`config.mk`:
```
export PLATFORM = sky130hd
export DESIGN_NAME = useq_top
export DESIGN_NICKNAME = d
export VERILOG_FILES = /design/src/rtl/useq_pkg.sv /design/src/rtl/useq_fetch_sel.sv /design/src/rtl/useq_step_ctr.sv /design/src/rtl/useq_ucode_rom.sv /design/src/rtl/useq_top.sv
export SDC_FILE = /design/constraint.sdc
export NUM_CORES = 1
export LEC_CHECK = 0
export BUFFER_PORTS_ARGS = -buffer_cell sky130_fd_sc_hd__clkbuf_2
export CAP_MARGIN = 20
export CORE_ASPECT_RATIO = 0.7
export CORE_MARGIN = 4
export CORE_UTILIZATION = 49
export DETAILED_ROUTE_END_ITERATION = 10
export HOLD_SLACK_MARGIN = 0.08
export PLACE_DENSITY = 0.81
export RECOVER_POWER = 100
export SLEW_MARGIN = 0
export SYNTH_ARGS = -nofsm -noshare
export SYNTH_HDL_FRONTEND = slang
export SYNTH_SLANG_ARGS = --single-unit
```
`constraint.sdc`:
```
create_clock -name clk -period 3.72 [get_ports clk]
set_clock_uncertainty 0.2 [all_clocks]
set_input_delay 0.372 -clock clk [delete_from_list [all_inputs] [get_ports clk]]
set_output_delay 0.372 -clock clk [all_outputs]
set_load 0.03 [all_outputs]
```
`src/rtl/useq_pkg.sv`:
```
// Shared constants for the microcoded sequencer: control-word bit
// positions, opcode values and routine identifiers.
// Assumes opcodes fit in four bits.
package useq_pkg;
    localparam int CW_W     = 20;
    localparam int CB_UR    = 0;   // micro-reset
    localparam int CB_PCINC = 1;
    localparam int CB_PCOUT = 2;
    localparam int CB_PCWR  = 3;
    localparam int CB_MOUT  = 4;
    localparam int CB_MWR   = 5;
    localparam int CB_NXWR  = 6;   // next-opcode register load
    localparam int CB_AOUT  = 7;
    localparam int CB_AWR   = 8;
    localparam int CB_BOUT  = 9;
    localparam int CB_BWR   = 10;
    localparam int CB_IOUT  = 11;
    localparam int CB_IWR   = 12;
    localparam int CB_LOUT  = 13;  // ALU latch to bus
    localparam int CB_LWR   = 14;  // ALU latch load
    localparam int CB_ADD   = 15;
    localparam int CB_INC   = 16;
    localparam int CB_ROUT  = 17;  // ALU result to bus
    localparam int CB_OCLR  = 18;
    localparam int CB_OSET  = 19;

    localparam int OPV_JOTO = 1;
    localparam int OPV_NOP  = 8;

    typedef enum logic [3:0] {
        RT_ADD  = 4'd0,
        RT_JNT  = 4'd1,   // jump, overflow clear
        RT_LIT  = 4'd2,
        RT_LOAD = 4'd3,
        RT_STOR = 4'd4,
        RT_SWAP = 4'd5,
        RT_SWPI = 4'd6,
        RT_INC  = 4'd7,
        RT_NOP  = 4'd8,
        RT_JT   = 4'd9    // jump, overflow set
    } rt_e;

    function automatic logic [CW_W-1:0] cb(input int n);
        return CW_W'(1) << n;
    endfunction
endpackage

```
`src/rtl/useq_fetch_sel.sv`:
```
// Chooses and holds the current routine. At a micro-reset it loads the
// routine for the next opcode. That opcode is taken from memory when a
// jump is pending and from the prefetch register otherwise. The overflow
// flag picks the jump variant.
// Assumes jump_taken is a pulse that arrives before the routine's micro-reset.
module useq_fetch_sel
    import useq_pkg::*;
#(
    parameter int OP_W = 4
) (
    input  logic            clk,
    input  logic            rst_n,
    input  logic            ur,
    input  logic            ovf,
    input  logic            jump_taken,
    input  logic [OP_W-1:0] next_op,
    input  logic [OP_W-1:0] mem_op,
    output rt_e             rt
);
    logic            jmp_pend;
    logic [OP_W-1:0] op_src;
    rt_e             rt_nxt;

    // Pick the opcode source.
    always_comb op_src = (jmp_pend || jump_taken) ? mem_op : next_op;

    // Map the opcode to a routine, with unused codes falling to NOP.
    always_comb begin
        if (op_src > OP_W'(OPV_NOP))
            rt_nxt = RT_NOP;
        else if (op_src == OP_W'(OPV_JOTO))
            rt_nxt = ovf ? RT_JT : RT_JNT;
        else
            rt_nxt = rt_e'(op_src[3:0]);
    end

    // Hold the routine and the pending-jump state.
    always_ff @(posedge clk) begin
        if (!rst_n) begin
            rt       <= RT_NOP;
            jmp_pend <= 1'b0;
        end else begin
            if (ur) rt <= rt_nxt;
            if (ur) jmp_pend <= 1'b0;
            else if (jump_taken) jmp_pend <= 1'b1;
        end
    end

    assert_pend_clears_R9: assert property (@(posedge clk) disable iff (!rst_n)
        ur |=> !jmp_pend);
    assert_pend_sets_R9: assert property (@(posedge clk) disable iff (!rst_n)
        (!ur && jump_taken) |=> jmp_pend);
    assert_rt_hold_R2: assert property (@(posedge clk) disable iff (!rst_n)
        !ur |=> $stable(rt));
endmodule

```
`src/rtl/useq_step_ctr.sv`:
```
// Micro-step counter: counts up by one each clock and returns to zero
// after a micro-reset word.
// Assumes every routine is shorter than 2**STEP_W steps.
module useq_step_ctr #(
    parameter int STEP_W = 3
) (
    input  logic              clk,
    input  logic              rst_n,
    input  logic              ur,
    output logic [STEP_W-1:0] step
);
    localparam logic [STEP_W-1:0] STEP_MAX = {STEP_W{1'b1}};

    // Advance the step, or restart it on micro-reset.
    always_ff @(posedge clk) begin
        if (!rst_n || ur) step <= '0;
        else              step <= step + 1'b1;
    end

    assert_step_restart_R2: assert property (@(posedge clk) disable iff (!rst_n)
        ur |=> step == '0);
    assert_step_advance_R2: assert property (@(posedge clk) disable iff (!rst_n)
        !ur |=> step == STEP_W'($past(step) + 1'b1));
    assert_no_wrap_R2: assert property (@(posedge clk) disable iff (!rst_n)
        step == STEP_MAX |-> ur);
endmodule

```
`src/rtl/useq_ucode_rom.sv`:
```
// Computed control store. Each routine is a short prefix followed by the
// common fetch tail. NOP and the not-taken jump modify a word of the tail,
// and the taken jump has no tail. A step past the end yields a micro-reset.
// Assumes prefixes are at most three words long.
module useq_ucode_rom
    import useq_pkg::*;
#(
    parameter int STEP_W = 3
) (
    input  rt_e               rt,
    input  logic [STEP_W-1:0] step,
    output logic [CW_W-1:0]   cw
);
    localparam int PRE_N = 3;

    logic [CW_W-1:0]   pre [PRE_N];
    logic [STEP_W-1:0] plen;
    logic [STEP_W-1:0] ti;
    logic              no_tail;
    logic [CW_W-1:0]   tail_x0;
    logic [CW_W-1:0]   tail_x2;

    // Select the prefix words and tail modifiers for the routine.
    always_comb begin
        for (int k = 0; k < PRE_N; k++) pre[k] = '0;
        plen    = '0;
        no_tail = 1'b0;
        tail_x0 = '0;
        tail_x2 = '0;
        case (rt)
            RT_ADD, RT_INC: begin
                plen   = STEP_W'(3);
                pre[0] = cb(CB_AOUT) | cb(CB_LWR) | cb(CB_OCLR);
                pre[1] = (rt == RT_ADD) ? (cb(CB_BOUT) | cb(CB_ADD)) : cb(CB_INC);
                pre[2] = cb(CB_ROUT) | cb(CB_AWR);
            end
            RT_LIT: begin
                plen   = STEP_W'(3);
                pre[0] = cb(CB_PCINC);
                pre[1] = cb(CB_PCOUT);
                pre[2] = cb(CB_MOUT) | cb(CB_BWR);
            end
            RT_LOAD: begin
                plen   = STEP_W'(2);
                pre[0] = cb(CB_IOUT);
                pre[1] = cb(CB_MOUT) | cb(CB_BWR);
            end
            RT_STOR: begin
                plen   = STEP_W'(2);
                pre[0] = cb(CB_IOUT);
                pre[1] = cb(CB_MWR) | cb(CB_BOUT);
            end
            RT_SWAP: begin
                plen   = STEP_W'(3);
                pre[0] = cb(CB_LWR) | cb(CB_AOUT);
                pre[1] = cb(CB_AWR) | cb(CB_BOUT);
                pre[2] = cb(CB_BWR) | cb(CB_LOUT);
            end
            RT_SWPI: begin
                plen   = STEP_W'(3);
                pre[0] = cb(CB_LWR) | cb(CB_BOUT);
                pre[1] = cb(CB_BWR) | cb(CB_IOUT);
                pre[2] = cb(CB_IWR) | cb(CB_LOUT);
            end
            RT_JT: begin
                plen    = STEP_W'(3);
                no_tail = 1'b1;
                pre[0]  = cb(CB_BOUT) | cb(CB_PCWR);
                pre[1]  = cb(CB_OCLR);
                pre[2]  = cb(CB_UR);
            end
            RT_JNT:  tail_x2 = cb(CB_OSET);
            default: tail_x0 = cb(CB_OCLR);   // NOP
        endcase
    end

    // Produce the word for this step from the prefix or the fetch tail.
    always_comb begin
        ti = step - plen;
        if (step < plen)
            cw = pre[step[1:0]];
        else if (no_tail)
            cw = cb(CB_UR);
        else begin
            case (ti)
                STEP_W'(0): cw = cb(CB_PCINC) | tail_x0;
                STEP_W'(1): cw = cb(CB_PCOUT);
                STEP_W'(2): cw = cb(CB_MOUT) | cb(CB_NXWR) | tail_x2;
                default:    cw = cb(CB_UR);
            endcase
        end
    end
endmodule

```
`src/rtl/useq_top.sv`:
```
// Microcoded instruction sequencer top. It ties together the routine
// selector, the step counter and the control store, and drives one
// control word per clock to a single-bus datapath.
// Assumes the datapath acts on the strobes in the same cycle.
module useq_top
    import useq_pkg::*;
#(
    parameter int OP_W   = 4,
    parameter int STEP_W = 3
) (
    input  logic            clk,
    input  logic            rst_n,
    input  logic            ovf,
    input  logic [OP_W-1:0] next_op,
    input  logic [OP_W-1:0] mem_op,
    input  logic            jump_taken,
    output logic [CW_W-1:0] ctrl
);
    rt_e               rt;
    logic [STEP_W-1:0] step;
    logic [CW_W-1:0]   cw;
    logic [6:0]        bus_src;

    useq_fetch_sel #(.OP_W(OP_W)) u_sel (
        .clk(clk), .rst_n(rst_n), .ur(cw[CB_UR]), .ovf(ovf),
        .jump_taken(jump_taken), .next_op(next_op), .mem_op(mem_op), .rt(rt)
    );

    useq_step_ctr #(.STEP_W(STEP_W)) u_step (
        .clk(clk), .rst_n(rst_n), .ur(cw[CB_UR]), .step(step)
    );

    useq_ucode_rom #(.STEP_W(STEP_W)) u_rom (
        .rt(rt), .step(step), .cw(cw)
    );

    // Drive the control word out.
    always_comb ctrl = cw;

    // Gather the bus-source strobes for checking.
    always_comb bus_src = {ctrl[CB_PCOUT], ctrl[CB_MOUT], ctrl[CB_AOUT], ctrl[CB_BOUT],
                           ctrl[CB_IOUT], ctrl[CB_LOUT], ctrl[CB_ROUT]};

    assert_one_driver_R10: assert property (@(posedge clk) disable iff (!rst_n)
        $onehot0(bus_src));
    assert_ur_alone_R2: assert property (@(posedge clk) disable iff (!rst_n)
        ctrl[CB_UR] |-> $countones(ctrl) == 1);
    assert_ov_exclusive_R8: assert property (@(posedge clk) disable iff (!rst_n)
        !(ctrl[CB_OSET] && ctrl[CB_OCLR]));
    assert_nop_after_reset_R1: assert property (@(posedge clk)
        !rst_n |=> ctrl == (cb(CB_PCINC) | cb(CB_OCLR)));
endmodule

```
# After elaboration in Yosys (flattened, before gate mapping)
# Cells that the tools add are included.
# Widths: inputs -> output; s select.
# word_totals
ff_bits	8
latchBits	0
mem_bits_rw	0
mem_bits_ro	0
output_inout_bits	20
elab_cells	48
memories	0
# classes
addsub	2
mul	0
div_mod_pow	0
magnitude_cmp	3
n_eq_ne	11
shifts	0
mux	17
bitwise_logic	2
reduce_logical	10
# ops
cell	n
$pmux 39 s7	1
$mux 20	5
$pmux 18 s5	1
$pmux 20 s3	1
$bmux 20 s2	1
$mux 19	1
$mux 17	1
$eq 4x3->1 const B	4
$mux 4	4
$reduce_or 9->1	1
$eq 4x1->1 const B	2
$eq 4x2->1 const B	2
$reduce_or 2->1	3
$reduce_or 6->1	1
$eq 4x4->1 const B	1
$gt 4x4->1 const B	1
$logic_not 4->1	1
$pmux 2 s2	1
$add 3x1->3 const B	1
$eq 3x1->1 const B	1
$eq 3x2->1 const B	1
$ge 3x3->1 const B	1
$logic_not 3->1	1
$lt 3x2->1	1
other kinds (6)	7

# Longest topological paths before layout
# Gate-level depths: netlist of the first run.
# depth
word_depth	9
depth_mapped	11
ltp_nobuf	10

# Cells and area by module
# Synthesis of the first run repeated with hierarchy kept, for this count alone.
# hier_totals
cells_unflattened	125
area_unflattened_um2	908.4
# modules_own_cells
module	n_inst	cells_each	area_per_inst_um2	seq_area_each_um2
useq_ucode_rom	1	88	551.8	0.0
useq_fetch_sel	1	27	246.5	100.1
useq_step_ctr	1	10	110.1	60.1

# Worst setup path after synthesis of the first run
# No wires, ideal clock.
# synth_timing
path_kind	flip-flop to output port
startpoint	register u_sel.rt[0]
endpoint	output port ctrl[1]
t_arrival_ns	2.787
required_ns	3.148
path_slack_ns	0.361
path_stages_with_launch	9
n_path_buf	1
cell_sequence	dfxtp_1 -> buf_2 -> nand2_1 -> xnor2_1 -> inv_1 -> ha_1 -> nand2b_1 -> nand4_1 -> o41ai_1
# synth_via
elab_chain_len	8
word_cells_on_any_way	25
# synth_rtl
element	line_no	rtl
start: declaration	useq_fetch_sel.sv:18	output rt_e rt
start signal: assignment	useq_fetch_sel.sv:43	if (ur) rt <= rt_nxt;
$eq 4x3->1 (tied with other cells)	useq_ucode_rom.sv:30	case (rt)
$reduce_or 6->1 (no source line) or $reduce_or 2->1 (tied branches)	--	
$pmux 2 s2	useq_ucode_rom.sv:30	
$sub 3x2->3	useq_ucode_rom.sv:79	ti = step - plen;
$eq 3x2->1 (tied with other cells)	useq_ucode_rom.sv:85	case (ti)
$pmux 20 s3	useq_ucode_rom.sv:85	
$mux 20	useq_ucode_rom.sv:82	else if (no_tail)
$mux 20 *	useq_ucode_rom.sv:80	if (step < plen)
end: declaration	useq_top.sv:17	output logic [CW_W-1:0] ctrl
# Every way passes the cells marked *; elsewhere a longest branch is shown, timed or not. The select of a mux whose other input is x is not followed.

# Final worst setup path of the first run
# layout_timing
startpoint	register u_sel.rt[3]
endpoint	output port ctrl[16]
# layout_via
elab_chain_len	8
word_cells_on_any_way	26
# layout_rtl
element	line_no
$eq 4x3->1 (tied with other cells)	useq_ucode_rom.sv:30
$reduce_or 6->1 (no source line) or $reduce_or 2->1 (tied branches)	--
$pmux 2 s2	useq_ucode_rom.sv:30
$sub 3x2->3	useq_ucode_rom.sv:79
$eq 3x2->1 (tied with other cells)	useq_ucode_rom.sv:85
$pmux 20 s3	useq_ucode_rom.sv:85
$mux 20	useq_ucode_rom.sv:82
$mux 20 *	useq_ucode_rom.sv:80
# Marks and branches as above.

==> impl_metrics.py, run 1 <==
metrics = {
    "drt": {
        "first_pass_iters": 4,
        "ant_nets": 0,
        "drt_iter0_drc": 41,
        "vias": 1095,
        "remaining_drc_errors": 0,
        "detail_route.vias_per_cell": 6.15,
        "drt-wirelength-per-cell_um": 15.6,
        "wl_um": 2780,
    },
    "timing": {
        "finalCriticalPeriod_ns": 3.44,
        "hold_slack_ns": 0.219,
        "max_slew_margin_pct": 74.0,
        "setup_violations": 0,
        "tightest_slew_ns": 0.389,
        "drv_slew": 0,
        "tns_ns": 0,
        "finalHoldViolCount": 0,
        "timing.fmax_ghz": 0.291,
        "rsz0062_at_grt": "no",
        "finalCritPeriodShare_pct": 92.5,
    },
    "yosys": {
        "synth-edff-count": 0,
        "synthCells": 128,
        "syn-cell-area_um2": 976,
        "synth-main-ff-cell": "dfxtp_1",
        "yosysUniqueCellTypes": 51,
        "seq_area_frac_synth_pct": 16.4,
        "synth_fp_nets": 144,
        "synth-async-reset-ratio_pct": 0,
        "ys_seq_elements": 8,
        "syn_avg_cell_area_um2": 7.62,
        "yosys_warnings": 0,
    },
    "critical_path": {
        "crit_path_end_kind": "output pin",
        "critPathLaunchType": "register",
        "path_class": "register to output pin",
        "crit_chain": "inv_1 > xnor2_1 > inv_1 > ha_1 > nor2_2 > nand3_2 > nor4_1 > clkbuf_1",
        "r2r_start": "u_sel.rt[3]",
        "cp_top_family": "simple AND/OR/NAND/NOR gates",
        "r2r_slack_ns": 0.89,
        "worstReg2RegEnd": "u_step.step[0]",
        "cp.required_ns": 3.15,
        "cp_data_arrival_time_ns": 2.87,
        "crit_fanout": 9,
        "critPathMostFrequentCell": "inv_1",
        "reg2reg_depth": 8,
        "cp_num_buf_inv": 3,
        "slowest_stage": "dfxtp_1",
        "crit_path_max_incr_delay_ns": 0.55,
    },
    "clocking": {
        "worstSkewPairLatency_ns": 0.26,
        "htreeDepth": 1,
        "clock_tree.root_cell": "clkbuf_4",
        "path_clk_slew_ns": 0.06,
        "cts_buffer_depth": 2,
        "cts_tree": "built",
        "numCtsBuffers": 3,
        "cts_sinks": 8,
    },
    "die": {
        "die_h_um": 45.3,
        "row_count": 13,
        "die_width_um": 61.3,
        "start_util_pct": 52.2,
        "dieArea_um2": 2780,
        "core-area_um2": 1870,
        "ios": 32,
    },
    "cells_and_area": {
        "fin_util_pct": 60.7,
        "fin_nets": 174,
        "layout_common_cells": "clkbuf_2 (19), clkbuf_1 (13), inv_1 (10), nand2_1 (10), nor2_1 (8)",
        "fill_cells": 183,
        "syn2layout_area_growth_pct": 16.3,
        "drive_above_1_share_pct": 22.4,
        "fin_cells": 178,
        "diodes": 0,
        "final_common_cell": "clkbuf_2",
    },
    "placed_design": {
        "dp.cells": 174,
        "gp_congestion": 0.877,
        "io_buffers": 31,
        "place_hpwl_um": 2170,
    },
    "pwr": {
        "peakVddDrop_uv": 834,
        "power.leakage_nw": 0.460,
        "power_density_nw_per_um2": 1100,
        "p_total_mw": 1.25,
    },
    "run_status": {
        "outcome": "finished clean",
    },
    "grt": {
        "grt_max_degree": 16,
        "antenna_found_initial": 0,
        "grt_pass1_wl_um": 4610,
        "grt_pass1_vias": 981,
        "overflow": 0,
        "track_usage_pct": 22.4,
    },
    "min_path": {
        "hp-start": "rst_n",
        "hold_path_end": "u_sel.rt[3]",
        "min_path_type": "primary input to register",
        "holdPathStages": 2,
    },
    "job": {
        "cap_violations": 0,
    },
}
==> cells by family after synthesis <==
group / Yosys count / share of synthesized area, %
XOR/XNOR: 5 / 4.49
AND/OR/NAND/NOR: 55 / 33.6
multiplexers: 6 / 6.54
buffers and inverters: 18 / 8.72
flip-flops: 8 / 16.4
adder cells (fa/ha/maj): 4 / 5.90
AO/OA/AOI/OAI: 32 / 24.4
==> per-stage QoR <==
step	setup WS, ns	cell area (um^2)
2_1_floorplan	0.361	976
3_3_place_gp	0.497	1120
3_5_place_dp	0.413	1120
4_1_cts	0.124	1140
5_1_grt	0.0680	1130
6_report	0.280	1130
==> how the worst max path moves through the flow <==
stage               depth (start not counted)   startpoint  endpoint
floorplan                                   8  u_sel.rt[0]   ctrl[1]
global placement                           10  u_sel.rt[1]   ctrl[0]
detailed placement                         10  u_sel.rt[1]   ctrl[0]
CTS                                        10  u_sel.rt[1]   ctrl[0]
global route                               10  u_sel.rt[1]   ctrl[0]
finish                                      8  u_sel.rt[3]  ctrl[16]
==> final cells by class <==
cell class / instances / area (um^2) / share of cell area (%)
inverter: 11 / 43.8 / 3.86
timing repair buffer: 32 / 144 / 12.7
sequential: 8 / 164 / 14.4
tap: 22 / 27.5 / 2.43
multi-input combinational: 102 / 733 / 64.6
clock buffer: 3 / 22.5 / 1.98
==> where the power goes <==
| group | total [mW] | internal [mW] | switching (mW) |
|---|---|---|---|
| clock network | 0.0688 | 0.0371 | 0.0317 |
| registers | 0.195 | 0.119 | 0.0754 |
| logic | 0.985 | 0.342 | 0.644 |
==> timing repair <==
action,4_1_cts,5_1_grt
setup endpoints to repair,0,8
resized for setup,0,4
hold buffers,0,0
buffers inserted,0,1
==> sequential cells by signal, summed over array words and instances (netlist names) <==
signal          count
u_sel.rt            4
u_step.step         3
u_sel.jmp_pend      1
==> worst reg2reg max path, stage by stage (launching register included) <==
cell	delay (ns)
dfxtp_1	0.55
mux2i_1	0.22
o21ai_0	0.10
ha_1	0.22
fa_1	0.53
or2_0	0.29
a32oi_2	0.30
nor2_4	0.10
and3_1	0.20
==> layer usage <==
layer  global-route usage (%)  vias up  wire, um
li1                         -      532         -
met4                     3.39        0        12
met1                     31.7      517      1210
met5                        0        -         0
met2                     34.6       44      1340
met3                     6.29        2       216
==> cells in the mapped netlist (2+ instances only) <==
master,n,area (um^2)
o21ai_0,5,25.0
buf_2,3,15.0
nor4_1,5,31.3
a211oi_1,3,22.5
o22ai_1,2,12.5
a22oi_1,2,15.0
nand3b_1,2,15.0
mux2i_1,3,30.0
nor3b_1,2,15.0
a31oi_1,3,18.8
nand2b_1,5,31.3
ha_1,3,37.5
xnor2_1,4,35.0
a21o_1,2,15.0
mux2_2,2,22.5
nand3_1,3,15.0
clkbuf_1,2,7.51
nand2_1,10,37.5
a21oi_1,2,10.0
nor3_1,4,20.0
dfxtp_1,8,160
o211ai_1,2,15.0
or2_1,3,18.8
inv_1,10,37.5
nor2_1,8,30.0
and3_1,5,31.3
Note: power is estimated with default switching activity, not from simulation.
==> inputs of run 2 (changes only) <==
- REMOVE_ABC_BUFFERS: not set -> 1
==> run 2 against run 1 <==
Effect of this change:
- global-route usage is 0.34 points higher
- clock power shrank 4.4%
- first-iteration DRC count grew to 2.7 times the previous value
- wire length is 5.2% higher
- critical endpoint is now ctrl[0]
- sequential share of layout area shrank 0.079 points
- final cell count stayed put
- setup slack got worse by 0.098 ns
- maximum frequency fell by 2.8%
- hold slack worse by 0.017 ns
==> impl_metrics.py, run 2 (same netlist as run 1, synthesis figures left out) <==
metrics = {
    "run_status": {
        "outcome": "finished clean",
    },
    "cells_and_area": {
        "largest_reg_flops": 4,
        "drive_above_1_share_pct": 21.8,
        "reg_top3": "u_sel.rt x4, u_step.step x3, u_sel.jmp_pend x1",
        "top_register": "u_sel.rt",
        "diodes": 0,
        "multi_input_area_um2": 738,
        "fin_cells": 178,
        "layout_common_cells": "clkbuf_2 (17), clkbuf_1 (14), inv_1 (10), nand2_1 (10), nor2_1 (8)",
        "fill_cells": 172,
        "final_common_cell": "clkbuf_2",
        "fin_util_pct": 61.0,
        "syn2layout_area_growth_pct": 16.9,
        "register_area_um2": 164,
        "fin_nets": 174,
    },
    "grt": {
        "grt_max_degree": 16,
        "antenna_found_initial": 0,
        "grt_pass1_vias": 980,
        "overflow": 0,
        "grt_pass1_wl_um": 4770,
        "track_usage_pct": 22.7,
    },
    "pwr": {
        "p_total_mw": 1.26,
        "power_density_nw_per_um2": 1100,
        "peakVddDrop_uv": 1000,
        "power.leakage_nw": 0.469,
    },
    "drt": {
        "remaining_drc_errors": 0,
        "drt_iter0_drc": 110,
        "vias": 1107,
        "wl_um": 2920,
        "first_pass_iters": 4,
        "ant_nets": 0,
        "detail_route.vias_per_cell": 6.22,
        "drt-wirelength-per-cell_um": 16.4,
    },
    "critical_path": {
        "slowest_stage": "fa_1",
        "crit_chain": "nor2_1 > mux2i_1 > o21ai_0 > ha_1 > fa_1 > or2_0 > a32oi_1 > nor2_4 > inv_4 > clkbuf_2",
        "cp_data_arrival_time_ns": 2.97,
        "crit_path_max_incr_delay_ns": 0.54,
        "crit_path_end_kind": "output pin",
        "critPathLaunchType": "register",
        "cp.required_ns": 3.15,
        "crit_fanout": 15,
        "path_class": "register to output pin",
    },
    "die": {
        "die_h_um": 45.3,
        "dieArea_um2": 2780,
        "start_util_pct": 52.2,
        "ios": 32,
        "die_width_um": 61.3,
        "row_count": 13,
        "core-area_um2": 1870,
    },
    "timing": {
        "drv_slew": 0,
        "finalHoldViolCount": 0,
        "setup_violations": 0,
        "rsz0062_at_grt": "no",
        "tns_ns": 0,
        "finalCritPeriodShare_pct": 95.1,
        "timing.fmax_ghz": 0.283,
        "setup_slack_ns": 0.181,
        "finalCriticalPeriod_ns": 3.54,
        "tightest_slew_ns": 0.449,
        "max_slew_margin_pct": 70.1,
    },
    "clocking": {
        "cts_sinks": 8,
        "numCtsBuffers": 3,
        "path_clk_slew_ns": 0.05,
        "htreeDepth": 1,
        "postCtsSetupRepairBufs": 0,
        "cts_resized": 0,
        "worstSkewPairLatency_ns": 0.25,
        "clock_tree.root_cell": "clkbuf_4",
        "cts_tree": "built",
        "hold_buffers": 0,
        "cts_buffer_depth": 2,
    },
    "placed_design": {
        "post-place-ws_ns": 0.406,
        "place_hpwl_um": 2260,
        "dp.cells": 175,
        "io_buffers": 31,
        "gp_congestion": 0.909,
    },
    "job": {
        "cap_violations": 0,
    },
    "min_path": {
        "min_path_type": "primary input to register",
    },
}
run 2: where the power goes:
group | switching (mW) | internal, mW
Sequential | 0.0715 | 0.119
Clock | 0.0289 | 0.0369
Combinational | 0.661 | 0.338
Total | 0.761 | 0.494
run 2: worst max-delay path, delay by kind of cell, from the launching register on:
family	cells	cell delay [ns]
AO/OA/AOI/OAI	2	0.51
adder cells (fa/ha/maj)	2	0.76
multiplexers	1	0.14
AND/OR/NAND/NOR	3	0.52
flip-flops	1	0.50
buffers and inverters	2	0.29
run 2: routing by layer:
layer	routed length, um	vias to the layer above	share of wire (%)	GRT usage (%)
met1	1240	518	42	30.8
li1	-	536	-	-
met4	44	0	1.5	6.36
met5	0	-	0	0
met2	1440	44	49	37.3
met3	205	9	7.0	3.71
run 2: layout make-up:
type,instances,share of cell area [%]
inverter,11,3.84
multi-input combinational,102,64.7
timing repair buffer,32,12.7
sequential,8,14.4
tap,22,2.41
clock buffer,3,1.97
run 2: per-stage QoR:
stage,hold WS (ns),area (um^2)
floorplan,0.261,935
global placement,0.359,1120
detailed placement,0.385,1120
CTS,0.200,1150
global route,0.221,1140
finish,0.202,1140
run 2: path summary, 6_finish.rpt:
kind                      end  depth (start not counted)  slack (ns)        start
setup reg to reg  u_sel.rt[1]                          9        0.77  u_sel.rt[1]
setup / recovery      ctrl[0]                         10        0.18  u_sel.rt[1]
hold / removal    u_sel.rt[3]                          2        0.20        rst_n
hold reg to reg   u_sel.rt[2]                          2        0.40  u_sel.rt[2]
